## config.mk

```make
export PLATFORM = sky130hd
export DESIGN_NAME = serial_ctl_frontend
export DESIGN_NICKNAME = d
export VERILOG_FILES = /design/src/rtl/sfe_pkg.sv /design/src/rtl/sfe_rx_fifo.sv /design/src/rtl/sfe_tx_hold.sv /design/src/rtl/sfe_baud_gen.sv /design/src/rtl/serial_ctl_frontend.sv
export SDC_FILE = /design/constraint.sdc
export NUM_CORES = 1
export LEC_CHECK = 0
export CORE_MARGIN = 1
export CORE_UTILIZATION = 60
export CTS_CLUSTER_SIZE = 28
export DETAILED_ROUTE_END_ITERATION = 10
export PLACE_DENSITY = 0.83
export SYNTH_ARGS = -nofsm -noshare
export SYNTH_HDL_FRONTEND = slang
export SYNTH_SLANG_ARGS = --single-unit
```

## constraint.sdc

```tcl
create_clock -name clk -period 5.3 [get_ports clk]
set_clock_uncertainty 0.2 [all_clocks]
set_input_delay 0.53 -clock clk [delete_from_list [all_inputs] [get_ports clk]]
set_output_delay 0.53 -clock clk [all_outputs]
set_load 0.03 [all_outputs]
```

## src/rtl/sfe_pkg.sv

```systemverilog
package sfe_pkg;

  // word index decoded from byte offset bits [4:2]
  typedef enum logic [2:0] {
    RSEL_ID0  = 3'd0,
    RSEL_ID1  = 3'd1,
    RSEL_ID2  = 3'd2,
    RSEL_ID3  = 3'd3,
    RSEL_DATA = 3'd4,
    RSEL_STAT = 3'd5,
    RSEL_DIVL = 3'd6,
    RSEL_DIVH = 3'd7
  } reg_sel_e;

  // status byte bit positions
  localparam int unsigned SB_FERR  = 0;
  localparam int unsigned SB_OERR  = 1;
  localparam int unsigned SB_RXIE  = 2;
  localparam int unsigned SB_FULL  = 3;
  localparam int unsigned SB_ROOM1 = 4;
  localparam int unsigned SB_EMPTY = 5;
  localparam int unsigned SB_TXIE  = 6;
  localparam int unsigned SB_TXMT  = 7;

endpackage

```

## src/rtl/sfe_rx_fifo.sv

```systemverilog
module sfe_rx_fifo #(
  parameter int unsigned DEPTH = 4,
  parameter int unsigned WIDTH = 8
) (
  input  logic                           clk,
  input  logic                           rst,
  input  logic                           push,
  input  logic [WIDTH-1:0]               din,
  input  logic                           pop,
  output logic [WIDTH-1:0]               dout,
  output logic [$clog2(DEPTH+1)-1:0]     count,
  output logic                           overrun
);
  localparam int unsigned PTR_W = (DEPTH > 1) ? $clog2(DEPTH) : 1;
  localparam int unsigned CNT_W = $clog2(DEPTH+1);
  localparam logic [CNT_W-1:0] CNT_MAX = CNT_W'(DEPTH);
  localparam logic [PTR_W-1:0] PTR_LAST = PTR_W'(DEPTH-1);

  logic [WIDTH-1:0] mem [DEPTH];
  logic [PTR_W-1:0] wr_ptr_q, rd_ptr_q;
  logic [CNT_W-1:0] cnt_q;
  logic             do_pop, do_push;

  assign do_pop  = pop && (cnt_q != '0);
  assign do_push = push && ((cnt_q != CNT_MAX) || do_pop);
  assign overrun = push && !do_push;

  always_ff @(posedge clk) begin
    if (do_push) mem[wr_ptr_q] <= din;
  end

  always_ff @(posedge clk) begin
    if (rst) begin
      wr_ptr_q <= '0;
      rd_ptr_q <= '0;
      cnt_q    <= '0;
    end else begin
      if (do_push) wr_ptr_q <= (wr_ptr_q == PTR_LAST) ? '0 : wr_ptr_q + 1'b1;
      if (do_pop)  rd_ptr_q <= (rd_ptr_q == PTR_LAST) ? '0 : rd_ptr_q + 1'b1;
      case ({do_push, do_pop})
        2'b10:   cnt_q <= cnt_q + 1'b1;
        2'b01:   cnt_q <= cnt_q - 1'b1;
        default: cnt_q <= cnt_q;
      endcase
    end
  end

  assign dout  = mem[rd_ptr_q];
  assign count = cnt_q;

  // a push into a full FIFO that is not being read leaves it full
  a_r6_overrun_keeps_full: assert property (@(posedge clk) disable iff (rst)
    (push && (cnt_q == CNT_MAX) && !pop) |=> (cnt_q == CNT_MAX));

  // a read while empty does not change the fill level
  a_r4_empty_pop_noop: assert property (@(posedge clk) disable iff (rst)
    ((cnt_q == '0) && pop && !push) |=> (cnt_q == '0));

endmodule

```

## src/rtl/sfe_tx_hold.sv

```systemverilog
module sfe_tx_hold #(
  parameter int unsigned WIDTH = 8
) (
  input  logic             clk,
  input  logic             rst,
  input  logic             load,
  input  logic [WIDTH-1:0] din,
  input  logic             take,
  output logic             full,
  output logic [WIDTH-1:0] dout
);
  logic             full_q;
  logic [WIDTH-1:0] data_q;

  always_ff @(posedge clk) begin
    if (rst) begin
      full_q <= 1'b0;
      data_q <= '0;
    end else if (full_q) begin
      if (take) full_q <= 1'b0;
    end else if (load) begin
      full_q <= 1'b1;
      data_q <= din;
    end
  end

  assign full = full_q;
  assign dout = data_q;

  // an occupied stage keeps its character until the transmitter takes it
  a_r3_hold_stable: assert property (@(posedge clk) disable iff (rst)
    (full_q && !take) |=> (full_q && $stable(data_q)));

endmodule

```

## src/rtl/sfe_baud_gen.sv

```systemverilog
module sfe_baud_gen #(
  parameter int unsigned DIV_W = 16
) (
  input  logic             clk,
  input  logic             rst,
  input  logic [DIV_W-1:0] div,
  input  logic             reload,
  output logic             tick
);
  logic [DIV_W-1:0] cnt_q;
  logic             tick_q;

  always_ff @(posedge clk) begin
    if (rst || reload) begin
      cnt_q  <= '0;
      tick_q <= 1'b0;
    end else if (cnt_q == div) begin
      cnt_q  <= '0;
      tick_q <= 1'b1;
    end else begin
      cnt_q  <= cnt_q + 1'b1;
      tick_q <= 1'b0;
    end
  end

  assign tick = tick_q;

  // with a nonzero divisor a tick is never followed by another tick
  a_r9_tick_single: assert property (@(posedge clk) disable iff (rst)
    (tick_q && (div != '0) && !reload) |=> !tick_q);

endmodule

```

## src/rtl/serial_ctl_frontend.sv

```systemverilog
module serial_ctl_frontend
  import sfe_pkg::*;
#(
  parameter int unsigned   ADDR_W     = 5,
  parameter int unsigned   FIFO_DEPTH = 4,
  parameter logic [31:0]   ID_WORD    = 32'h0143_5253
) (
  input  logic              clk,
  input  logic              rst,
  input  logic              bus_en,
  input  logic              bus_we,
  input  logic [ADDR_W-1:0] bus_addr,
  input  logic [7:0]        bus_wdata,
  output logic [7:0]        bus_rdata,
  output logic              irq,
  output logic [7:0]        tx_char,
  output logic              tx_pending,
  input  logic              tx_accept,
  input  logic [7:0]        rx_char,
  input  logic              rx_push,
  input  logic              rx_ferr,
  output logic              baud_tick
);
  localparam int unsigned DIV_W = 16;
  localparam int unsigned CNT_W = $clog2(FIFO_DEPTH+1);
  localparam logic [CNT_W-1:0] CNT_FULL  = CNT_W'(FIFO_DEPTH);
  localparam logic [CNT_W-1:0] CNT_ROOM1 = CNT_W'(FIFO_DEPTH-1);

  // ---------------- address decode ----------------
  logic     upper_zero;
  logic     mapped;
  reg_sel_e rsel;

  generate
    if (ADDR_W > 5) begin : g_wide_addr
      assign upper_zero = (bus_addr[ADDR_W-1:5] == '0);
    end else begin : g_exact_addr
      assign upper_zero = 1'b1;
    end
  endgenerate

  assign mapped = upper_zero && (bus_addr[1:0] == 2'b00);
  assign rsel   = reg_sel_e'(bus_addr[4:2]);

  logic acc_rd, acc_wr;
  logic data_rd, data_wr, stat_wr, divl_wr, divh_wr;

  assign acc_rd  = bus_en && !bus_we;
  assign acc_wr  = bus_en && bus_we;
  assign data_rd = acc_rd && mapped && (rsel == RSEL_DATA);
  assign data_wr = acc_wr && mapped && (rsel == RSEL_DATA);
  assign stat_wr = acc_wr && mapped && (rsel == RSEL_STAT);
  assign divl_wr = acc_wr && mapped && (rsel == RSEL_DIVL);
  assign divh_wr = acc_wr && mapped && (rsel == RSEL_DIVH);

  // ---------------- sub-blocks ----------------
  logic [7:0]       fifo_head;
  logic [CNT_W-1:0] fifo_cnt;
  logic             fifo_ovr;
  logic             tx_full;
  logic [DIV_W-1:0] div_q;

  sfe_rx_fifo #(.DEPTH(FIFO_DEPTH), .WIDTH(8)) u_rx_fifo (
    .clk     (clk),
    .rst     (rst),
    .push    (rx_push),
    .din     (rx_char),
    .pop     (data_rd),
    .dout    (fifo_head),
    .count   (fifo_cnt),
    .overrun (fifo_ovr)
  );

  sfe_tx_hold #(.WIDTH(8)) u_tx_hold (
    .clk  (clk),
    .rst  (rst),
    .load (data_wr),
    .din  (bus_wdata),
    .take (tx_accept),
    .full (tx_full),
    .dout (tx_char)
  );

  sfe_baud_gen #(.DIV_W(DIV_W)) u_baud (
    .clk    (clk),
    .rst    (rst),
    .div    (div_q),
    .reload (divl_wr || divh_wr),
    .tick   (baud_tick)
  );

  assign tx_pending = tx_full;

  // ---------------- control and sticky errors ----------------
  logic rxie_q, txie_q, ferr_q, oerr_q;
  logic ferr_d, oerr_d;
  logic fifo_empty;

  assign fifo_empty = (fifo_cnt == '0);

  always_comb begin
    ferr_d = ferr_q;
    oerr_d = oerr_q;
    if (stat_wr) begin
      ferr_d = ferr_q & bus_wdata[SB_FERR];
      oerr_d = oerr_q & bus_wdata[SB_OERR];
    end
    if (rx_push && rx_ferr) ferr_d = 1'b1;
    if (fifo_ovr)           oerr_d = 1'b1;
  end

  always_ff @(posedge clk) begin
    if (rst) begin
      rxie_q <= 1'b0;
      txie_q <= 1'b0;
      ferr_q <= 1'b0;
      oerr_q <= 1'b0;
    end else begin
      ferr_q <= ferr_d;
      oerr_q <= oerr_d;
      if (stat_wr) begin
        rxie_q <= bus_wdata[SB_RXIE];
        txie_q <= bus_wdata[SB_TXIE];
      end
    end
  end

  always_ff @(posedge clk) begin
    if (rst) begin
      div_q <= '0;
    end else begin
      if (divl_wr) div_q[7:0]  <= bus_wdata;
      if (divh_wr) div_q[15:8] <= bus_wdata;
    end
  end

  logic [7:0] status_vec;
  always_comb begin
    status_vec           = '0;
    status_vec[SB_FERR]  = ferr_q;
    status_vec[SB_OERR]  = oerr_q;
    status_vec[SB_RXIE]  = rxie_q;
    status_vec[SB_FULL]  = (fifo_cnt == CNT_FULL);
    status_vec[SB_ROOM1] = (fifo_cnt == CNT_ROOM1);
    status_vec[SB_EMPTY] = fifo_empty;
    status_vec[SB_TXIE]  = txie_q;
    status_vec[SB_TXMT]  = !tx_full;
  end

  // ---------------- read mux ----------------
  logic [7:0] rd_val;
  always_comb begin
    rd_val = '0;
    if (mapped) begin
      case (rsel)
        RSEL_ID0:  rd_val = ID_WORD[7:0];
        RSEL_ID1:  rd_val = ID_WORD[15:8];
        RSEL_ID2:  rd_val = ID_WORD[23:16];
        RSEL_ID3:  rd_val = ID_WORD[31:24];
        RSEL_DATA: rd_val = fifo_empty ? 8'h00 : fifo_head;
        RSEL_STAT: rd_val = status_vec;
        RSEL_DIVL: rd_val = div_q[7:0];
        RSEL_DIVH: rd_val = div_q[15:8];
        default:   rd_val = '0;
      endcase
    end
  end

  logic [7:0] rdata_q;
  logic       irq_q;

  always_ff @(posedge clk) begin
    if (rst) begin
      rdata_q <= '0;
      irq_q   <= 1'b0;
    end else begin
      if (acc_rd) rdata_q <= rd_val;
      irq_q <= (rxie_q && (!fifo_empty || ferr_q || oerr_q)) ||
               (txie_q && !tx_full);
    end
  end

  assign bus_rdata = rdata_q;
  assign irq       = irq_q;

  // ---------------- assertions ----------------
  // unmapped reads return zero
  a_r2_unmapped_zero: assert property (@(posedge clk) disable iff (rst)
    (acc_rd && !mapped) |=> (bus_rdata == 8'h00));

  // read data holds when no read is made
  a_r1_rdata_hold: assert property (@(posedge clk) disable iff (rst)
    !acc_rd |=> $stable(bus_rdata));

  // writing 0 to the frame error bit with no new error clears it
  a_r7_ferr_clear: assert property (@(posedge clk) disable iff (rst)
    (stat_wr && !bus_wdata[SB_FERR] && !(rx_push && rx_ferr)) |=> !ferr_q);

  // both enables off means the line is low one cycle later
  a_r8_irq_quiet: assert property (@(posedge clk) disable iff (rst)
    (!rxie_q && !txie_q) |=> !irq);

  // reading an empty FIFO returns zero
  a_r4_empty_read_zero: assert property (@(posedge clk) disable iff (rst)
    (data_rd && fifo_empty) |=> (bus_rdata == 8'h00));

endmodule

```

==> results.rst <==
.. list-table::
   :header-rows: 1

   * - Metric
     - Value
   * - Status
     - completed
   * - Fraction of the cycle the final worst path needs
     - between 50% and 60%
   * - Arr. time, crit path
     - between 3 and 4 ns
   * - Startpoint of the most critical setup path
     - bus_addr[3]
   * - Core footprint
     - between 6000 and 7000 sq um
   * - Cells taking the most area after synthesis
     - sky130_fd_sc_hd__dfxtp_1 (30%), sky130_fd_sc_hd__edfxtp_1 (22%), sky130_fd_sc_hd__mux2i_1 (6.2%)
   * - Top flip-flop cell by instance count after synthesis
     - sky130_fd_sc_hd__dfxtp_1
   * - Wire length per cell
     - ~18 um
   * - Cell at the root of the clock tree
     - sky130_fd_sc_hd__clkbuf_8
   * - Most common cell after layout, fill and taps aside
     - sky130_fd_sc_hd__dfxtp_1
   * - Origin of the worst min-delay path
     - bus_rdata[0]
   * - Highest clock rate
     - 322 MHz
   * - Inserted Diodes
     - 0
   * - Dominant combinational cell family by area after synthesis
     - simple AND/OR/NAND/NOR gates
   * - Maximum ir drop on the vdd rail
     - approximately 0.15 mV
   * - Data required, critical path
     - between 5 and 6 ns
   * - First-pass detailed-route iteration total
     - 4
   * - Yosys Warn Count
     - 0
   * - Clock input transition at the sequential cells of the worst setup and hold paths
     - about 0.09 ns
   * - Initial Util
     - between 60% and 70%
   * - Wire length of the first global-routing pass
     - ~15 mm
   * - Time the final worst path needs with I/O delays and setup
     - slightly above 3 ns
   * - Fraction of synthesized cell area taken by the top area cell type
     - ~30%
   * - Share of the synthesized area in compound gates (AO/OA/AOI/OAI)
     - a little under a tenth
   * - Filler cell count in the final layout
     - 469
   * - Critical Path Source Type
     - input pin
   * - Post-Synth Adder-Cell Area
     - ~2.2%
   * - Area of the die
     - 7570 sq um
   * - Fin nets
     - between 400 and 500
   * - Worst-path fanout max
     - 22
   * - Worst-Margin Slew
     - a little under 0.9 ns
   * - Final Wtd Congestion
     - around 0.84
   * - Final Non-Filler Cells
     - about 520
   * - Post-detailed-route via-to-cell ratio
     - a little under 6
   * - Number of enable-type register cells in the synthesized netlist
     - 32
   * - Post-synthesis cell type with the largest combined area
     - sky130_fd_sc_hd__dfxtp_1
   * - Worst Setup Slack post-DPL
     - 1.90 ns
   * - Distinct cell type count of the synthesized netlist
     - 61
   * - Number of H-tree levels
     - 3
   * - Vias
     - ~3000
   * - Slowest cell delay on critical path
     - about 0.75 ns
   * - Post_cts resized
     - 0
   * - Slew HR
     - 41.7%
   * - Dpl cells
     - 500
   * - I/O pin count
     - 47
   * - Number of maximum-capacitance violations
     - 0
   * - Capturing element type of the critical path
     - flip-flop
   * - Number of buffers inserted by port buffering
     - 46
   * - Worst hold path type
     - reg -> reg
   * - Total of flip-flops plus latches after synthesis
     - 96
   * - Power per standard cell area
     - between 200 and 300 nW/um^2
   * - Worst Setup Slack, final
     - about 2.2 ns
   * - Largest net degree at the start of global routing
     - 46
   * - Final setup TNS
     - 0 ns
   * - Detailed-route DRC error count
     - 0
   * - Seq/Total Area, Yosys
     - 51.7%
   * - Cell count after synthesis
     - approximately 380
   * - Post-DP HPWL
     - about 6.6 mm
   * - Total nets after synthesis
     - roughly 410
   * - Cell chain of the critical path
     - clkdlybuf4s50_1 -> nor2_1 -> and3_4 -> nand2_1 -> fa_1 -> nor3_1 -> a32oi_1 -> mux2_1
   * - Post-synthesis mux area share
     - between 10 and 15%
   * - Slowest CP cell
     - sky130_fd_sc_hd__clkdlybuf4s50_1
   * - CTS sink cnt
     - 96
   * - CTS tree
     - done
   * - Maximum root-to-sink buffer count
     - 2
   * - CTS buffer count
     - 9
   * - Drt total wl
     - 9.04 mm
   * - Most used cells in the layout excluding fill and tap cells
     - sky130_fd_sc_hd__dfxtp_1 (64), sky130_fd_sc_hd__clkdlybuf4s50_1 (46), sky130_fd_sc_hd__nor2_1 (34)
   * - Setup violators final
     - 0
   * - Initial antenna violation count
     - 0
   * - Fraction of layout instances using a drive strength above 1
     - around a tenth
   * - Number of rows created at floorplan
     - 30
   * - Overall overflow remaining after global route
     - 0
   * - Synthesis-to-finish area growth
     - 16.2%
   * - DRT iter0 DRCs
     - around 200
   * - FFs w/ async S/R, synth
     - 0%
   * - Post-synthesis simple-gate area fraction
     - about 16%
   * - Number of pins with negative max-slew slack in the final report
     - 0
   * - Setup Crit Path Kind
     - in -> reg
   * - Clock latency on the worst-skew pair
     - ~0.37 ns
   * - Via count of the first global-routing pass
     - ~3100
   * - Post-CTS setup-driven buffer insertion count
     - 0
   * - Average footprint of a synthesized cell
     - 11.4 sq um
   * - Leakage power of the design
     - between 1.5 and 2 nW
   * - Area of the mapped netlist
     - 4330 sq um
   * - RR Startpoint
     - u_rx_fifo.count[0]
   * - Count of antenna-violating nets left after detailed routing
     - 0
   * - Hold-fix buffers at CTS
     - 0
   * - Global-route usage over all layers
     - 26.6%
   * - RSZ-0062 raised after global routing
     - no
   * - Fraction of synthesized cell area in xor and xnor cells
     - between 5 and 6%
   * - Final hold violation count
     - 0
   * - Die width
     - 87.0 um
   * - Vertical die dimension
     - between 80 and 90 um
==> kinds of logic after synthesis <==
group,count (synthesis)
buf+inv,32
xor+xnor,28
flops,96
compound gates,57
fa+ha+maj,7
mux,38
simple gates,121
==> sequential cells by signal, indices dropped and copies added (netlist names), 2 cells and up, named ones only <==
register,cells
bus_rdata,8
u_rx_fifo.rd_ptr_q,2
u_rx_fifo.count,3
u_baud.cnt_q,16
u_rx_fifo.wr_ptr_q,2
div_q,16
u_tx_hold.dout,8
u_rx_fifo.mem,32
==> stage by stage <==
| stage | util, % | hold WS (ns) | instance area (sq um) | power, W |
|---|---|---|---|---|
| 3_5_place_dp | 70.0 | 0.256 | 4810 | 0.000914 |
| 6_report | 73.3 | 0.265 | 5030 | 0.00143 |
| 2_1_floorplan | - | 0.254 | 4330 | 0.000867 |
| 3_3_place_gp | 70.0 | 0.245 | 4810 | 0.000910 |
| 4_1_cts | 73.3 | 0.268 | 5030 | 0.00144 |
| 5_1_grt | 73.3 | 0.296 | 5030 | 0.00148 |
==> path summary, 6_finish.rpt <==
path / slack, ns / depth (start not counted) / to
max: 2.19 / 8 / u_rx_fifo.count[2]
min reg2reg: 0.27 / 2 / bus_rdata[0]
max reg2reg: 2.98 / 7 / u_rx_fifo.count[2]
min: 0.27 / 2 / bus_rdata[0]
==> worst max-delay path, delay by kind of cell <==
kind | cells | cell delay (ns)
AO/OA/AOI/OAI | 1 | 0.09
adder cells (fa/ha/maj) | 1 | 0.41
buffers and inverters | 1 | 0.75
multiplexers | 1 | 0.34
AND/OR/NAND/NOR | 4 | 1.03
==> synthesized netlist by cell type (all sizes together), types with 5 or more instances <==
cell type,number
nand4,12
inv,10
buf,14
clkbuf,8
xnor2,18
xor2,10
o21ai,14
ha,6
mux4,8
nand3,7
nand2b,5
and2,5
dfxtp,64
nor3,16
edfxtp,32
mux2i,27
nand2,17
nor2,35
a21oi,11
a22o,5
==> routing by layer <==
metal	vias up	wire, um	global-route usage, %
met5	-	0	0
met4	0	221	12.1
met3	19	516	4.45
met2	91	4240	41.3
met1	1481	4050	36.7
li1	1460	-	-
==> where the power goes <==
group	internal (W)	leakage [nW]	total, W	switching (W)
Sequential	0.000776	0.811	0.000785	0.00000869
Clock	0.000271	0.110	0.000532	0.000262
Combinational	0.0000484	0.928	0.000113	0.0000645
==> area by class of cell <==
type	instances	area, sq um	area share, %
clock buffers	9	124	2.46
clock inverters	7	103	2.04
inverters	10	37.5	0.746
multi-input cells	251	1940	38.5
flip-flops and latches	96	2240	44.5
well taps	96	120	2.39
repair buffers	47	468	9.29
(Power assumes the default switching activity.)
